$ cat src/rtl/rot_irq_pkg.sv
package rot_irq_pkg;
  localparam int unsigned DEF_LINES   = 8;
  localparam int unsigned DEF_CASCADE = 2;
endpackage

$ cat src/rtl/prio_rot_search.sv
// Lowest index p with vec_i[(p+base_i) mod N] set; prio_o = N when none.
module prio_rot_search #(
  parameter int unsigned N = rot_irq_pkg::DEF_LINES,
  localparam int unsigned W = $clog2(N)
) (
  input  logic [N-1:0] vec_i,
  input  logic [W-1:0] base_i,
  output logic         hit_o,
  output logic [W:0]   prio_o,
  output logic [W-1:0] line_o
);
  logic [N-1:0] rot;

  for (genvar p = 0; p < N; p++) begin : g_rot
    logic [W-1:0] idx;
    assign idx    = W'(p) + base_i;
    assign rot[p] = vec_i[idx];
  end

  always_comb begin
    prio_o = (W+1)'(N);
    for (int p = N - 1; p >= 0; p--) begin
      if (rot[p]) prio_o = (W+1)'(p);
    end
  end

  assign hit_o  = |vec_i;
  assign line_o = hit_o ? (prio_o[W-1:0] + base_i) : '0;

  always_comb begin
    if (hit_o) begin
      p_line_member_r2: assert (vec_i[line_o])
        else $error("search picked a clear line");
    end else begin
      p_sentinel_r3: assert (prio_o == (W+1)'(N))
        else $error("empty vector without sentinel");
    end
  end
endmodule

$ cat src/rtl/prio_nest_filter.sv
// Drops the cascade line from the in-service set when nesting is enabled on a master.
module prio_nest_filter #(
  parameter int unsigned N            = rot_irq_pkg::DEF_LINES,
  parameter int unsigned CASCADE_LINE = rot_irq_pkg::DEF_CASCADE,
  parameter bit          IS_MASTER    = 1'b1
) (
  input  logic [N-1:0] insvc_i,
  input  logic         nested_en_i,
  output logic [N-1:0] insvc_o
);
  localparam logic [N-1:0] CASC_MASK = IS_MASTER ? (N'(1) << CASCADE_LINE) : '0;

  assign insvc_o = insvc_i & ~(CASC_MASK & {N{nested_en_i}});

  always_comb begin
    if (!IS_MASTER || !nested_en_i) begin
      p_pass_through_r5: assert (insvc_o == insvc_i)
        else $error("in-service set altered without nesting");
    end
  end
endmodule

$ cat src/rtl/prio_line_decode.sv
module prio_line_decode #(
  parameter int unsigned N = rot_irq_pkg::DEF_LINES,
  localparam int unsigned W = $clog2(N)
) (
  input  logic         en_i,
  input  logic [W-1:0] line_i,
  output logic [N-1:0] onehot_o
);
  for (genvar i = 0; i < N; i++) begin : g_dec
    assign onehot_o[i] = en_i && (line_i == W'(i));
  end
endmodule

$ cat src/rtl/rot_irq_resolver.sv
module rot_irq_resolver #(
  parameter int unsigned N            = rot_irq_pkg::DEF_LINES,
  parameter int unsigned CASCADE_LINE = rot_irq_pkg::DEF_CASCADE,
  parameter bit          IS_MASTER    = 1'b1,
  localparam int unsigned W = $clog2(N)
) (
  input  logic [N-1:0] pend_i,
  input  logic [N-1:0] mask_i,
  input  logic [N-1:0] insvc_i,
  input  logic [W-1:0] rot_base_i,
  input  logic         nested_en_i,
  output logic         irq_o,
  output logic [W-1:0] win_line_o,
  output logic [N-1:0] win_onehot_o,
  output logic         isr_top_valid_o,
  output logic [W-1:0] isr_top_line_o
);
  logic [N-1:0] cand, insvc_cmp;
  logic         req_hit, cur_hit;
  logic [W:0]   req_prio, cur_prio, top_prio;
  logic [W-1:0] req_line, cur_line;

  assign cand = pend_i & ~mask_i;

  prio_rot_search #(.N(N)) u_req (
    .vec_i(cand), .base_i(rot_base_i),
    .hit_o(req_hit), .prio_o(req_prio), .line_o(req_line)
  );

  prio_nest_filter #(.N(N), .CASCADE_LINE(CASCADE_LINE), .IS_MASTER(IS_MASTER)) u_nest (
    .insvc_i(insvc_i), .nested_en_i(nested_en_i), .insvc_o(insvc_cmp)
  );

  prio_rot_search #(.N(N)) u_cur (
    .vec_i(insvc_cmp), .base_i(rot_base_i),
    .hit_o(cur_hit), .prio_o(cur_prio), .line_o(cur_line)
  );

  prio_rot_search #(.N(N)) u_top (
    .vec_i(insvc_i), .base_i(rot_base_i),
    .hit_o(isr_top_valid_o), .prio_o(top_prio), .line_o(isr_top_line_o)
  );

  assign irq_o      = req_hit && (req_prio < cur_prio);
  assign win_line_o = irq_o ? req_line : '0;

  prio_line_decode #(.N(N)) u_dec (
    .en_i(irq_o), .line_i(win_line_o), .onehot_o(win_onehot_o)
  );

  always_comb begin
    p_onehot_r7: assert ($onehot0(win_onehot_o))
      else $error("winner vector not one-hot");
    if (!irq_o) begin
      p_idle_r6: assert (win_line_o == '0 && win_onehot_o == '0)
        else $error("winner outputs active without irq");
    end else begin
      p_unmasked_r1: assert (pend_i[win_line_o] && !mask_i[win_line_o])
        else $error("winner is not an unmasked request");
      p_onehot_match_r7: assert (win_onehot_o[win_line_o])
        else $error("one-hot and binary winner differ");
      if (insvc_i[win_line_o]) begin
        p_nest_only_r5: assert (IS_MASTER && nested_en_i && win_line_o == W'(CASCADE_LINE))
          else $error("in-service line raised outside nesting");
      end
      if (cur_hit) begin
        p_beats_cur_r3: assert (cur_line != win_line_o)
          else $error("winner equals current priority line");
      end
    end
    if (isr_top_valid_o) begin
      p_top_member_r8: assert (insvc_i[isr_top_line_o] && top_prio < (W+1)'(N))
        else $error("top in-service line not in service");
    end
  end
endmodule

$ cat config.mk
export PLATFORM = sky130hd
export DESIGN_NAME = rot_irq_resolver
export DESIGN_NICKNAME = d
export VERILOG_FILES = /design/src/rtl/rot_irq_pkg.sv /design/src/rtl/prio_rot_search.sv /design/src/rtl/prio_nest_filter.sv /design/src/rtl/prio_line_decode.sv /design/src/rtl/rot_irq_resolver.sv
export SDC_FILE = /design/constraint.sdc
export NUM_CORES = 1
export LEC_CHECK = 0
export ABC_AREA = 1
export BUFFER_PORTS_ARGS = -buffer_cell sky130_fd_sc_hd__buf_2
export CORE_AREA = 4 4 66 68
export DETAILED_ROUTE_END_ITERATION = 10
export DIE_AREA = 0 0 70 72
export PLACE_DENSITY = 0.78
export RECOVER_POWER = 100
export SLEW_MARGIN = 20
export SYNTH_ARGS = -nofsm -noshare
export SYNTH_HDL_FRONTEND = slang
export SYNTH_HIERARCHICAL = 1
export SYNTH_SLANG_ARGS = --single-unit
$ cat constraint.sdc
create_clock -name vclk -period 3.95
set_input_delay 0.5925 -clock vclk [all_inputs]
set_output_delay 0.5925 -clock vclk [all_outputs]
set_load 0.02 [all_outputs]
==> key figures <==
Final layout
  – Layout fillers: 329
  – Final net count: 486
  – Clkbuf count: 0
  – Synth-to-layout area growth: 35.7%
  – Number of diodes: 0
  – Sequential cells: 0
  – Share of cells above drive strength 1: 41.3%
  – Register area: 0 um^2

Logic synthesis
  – Avg Cell Area, Syn: 5.19 um^2
  – Cells after synthesis: 388
  – Syn_nets: 429
  – Post-Syn Area: 2010 um^2
  – Yosys warns: 6

Floorplanning
  – Die W: 70 um
  – Core Region: 3860 um^2
  – Boundary Pins: 44
  – Chip height: 72 um
  – Row count: 23
  – Starting density of the core: 52.2%
  – Total die area: 5040 um^2

Timing
  – Hold Slack: 1720 ps
  – Max_slew headroom: 78.6%
  – # setup viols final: 0
  – Fmax: 0.253 GHz
  – Fin. max-slew vios: 0
  – Final setup TNS: 0 ps
  – Final hold violations: 0
  – Post-layout min period: 3950 ps
  – Fin crit share: 99.9%
  – RSZ-0062 raised after global routing: true
  – Worst-Margin Slew: 319 ps

Detailed routing
  – # DRC: 0
  – Vias: 2,589
  – DR pass1 iterations: 4
  – First DRT Iteration DRCs: 164
  – Antenna Violating Nets Remaining: 0
  – Routed wire length: 5.82 mm
  – Vias/cell: 5.25
  – Wire per inst: 11.8 um

Power and ir drop
  – Final Power: 0.629 mW
  – PwrDens: 230 nW/um^2
  – Leakage: 1.48 nW
  – Peak VDD IR: 93.4 uV

Setup path
  – Critical path class: in -> out
  – CP Launch Type: input port
  – Critical Path Slowest Stage Cell: fa_2
  – Worst EP required: 3360 ps
  – Critical Path End Type: primary output
  – Crit-path max FO: 9
  – Crit path arrival time: 3350 ps
  – Worst-path cell chain: buf_8 > buf_12 > ha_4 > xnor2_4 > inv_2 > nand2_1 > nand2_1 > nand2_1 > nand2_1 > nand2_1 > nand2_1 > a21oi_2 > ha_2 > inv_2 > fa_2 > xor2_2 > a21boi_2 > nor2_1 > inv_1 > nor2_4 > inv_2 > nand2_4 > nor2_2 > buf_6
  – Most used cell, CP: nand2_1
  – CP peak stage delay: 390 ps
  – Largest delay share family, worst path: adder cells
  – Worst Path Buf+Inv: 7

Run status
  – Outcome: completed

CTS
  – Hold buffer count at CTS: 0

Hold path
  – HP Class: in -> out

Global routing
  – Largest net degree at the start of global routing: 19
  – Gr usage total: 19.7%
  – GRT overflow: 0
  – Initial antenna violation count: 0
  – Vias in the first global route: 2,171
  – Global-route wire length before repair: 8.74 mm

Place
  – Count of port buffers added during placement: 44
  – HPWL after detailed placement: 4.20 mm
  – GP Congestion: 0.872

Run
  – Max_cap viols: 0
[cells in the final DEF (no fill, tap or decap), types with 4 or more instances in the layout]
cell type and count:
buf_4 21, inv_1 38, ha_1 6, buf_12 4, nand2_2 36, a21oi_2 5
nor2_4 8, nand3_1 55, nor4_1 6, buf_2 30, inv_2 16, nor2_2 13
buf_6 9, a21oi_1 5, nand3_2 10, nor2_1 11, nand2_1 129
[through the flow]
step                utilization, %  setup WS (ps)  cell area [um^2]  instances
finish                        70.8           4.07              2730        493
global route                  70.8           -184              2730        493
CTS                           62.9          0.285              2430        488
detailed placement            61.2           -212              2360        488
global placement              61.2          -74.4              2360        488
floorplan                        -           11.6              2050        388
[final timing paths]
path / from / endpoint / slack [ps] / depth (start not counted)
min: insvc_i[2] / isr_top_valid_o / 1720 / 4
max: rot_base_i[1] / win_onehot_o[1] / 4 / 24
[report_power, final]
part,switching (mW),internal [mW],leakage [nW]
Clock,0,0,0
Combinational,0.382,0.247,1.48
Sequential,0,0,0
Total,0.382,0.247,1.48
[cell type report]
type                       count  area, um^2  share of cell area [%]
timing repair buffer          68         519                    19.0
inverter                      59         241                    8.85
tap                           50        62.6                    2.29
multi-input combinational    316        1910                    69.8
[layer usage]
| layer | track usage (%) | wire (um) | vias up |
|---|---|---|---|
| met2 | 38.9 | 3110 | 85 |
| li1 | - | - | 1327 |
| met4 | 1.28 | 114 | 0 |
| met5 | 0 | 0 | - |
| met1 | 25.0 | 2370 | 1161 |
| met3 | 0.139 | 219 | 16 |
[what timing repair did]
action                                  CTS  global route
gates cloned                              0             0
endpoints found under the setup margin    9            13
endpoints found under the hold margin     0             0
gates resized for setup                  16            84
setup buffers                             0             5
pin swaps                                 3            28
(Power assumes the default switching activity.)
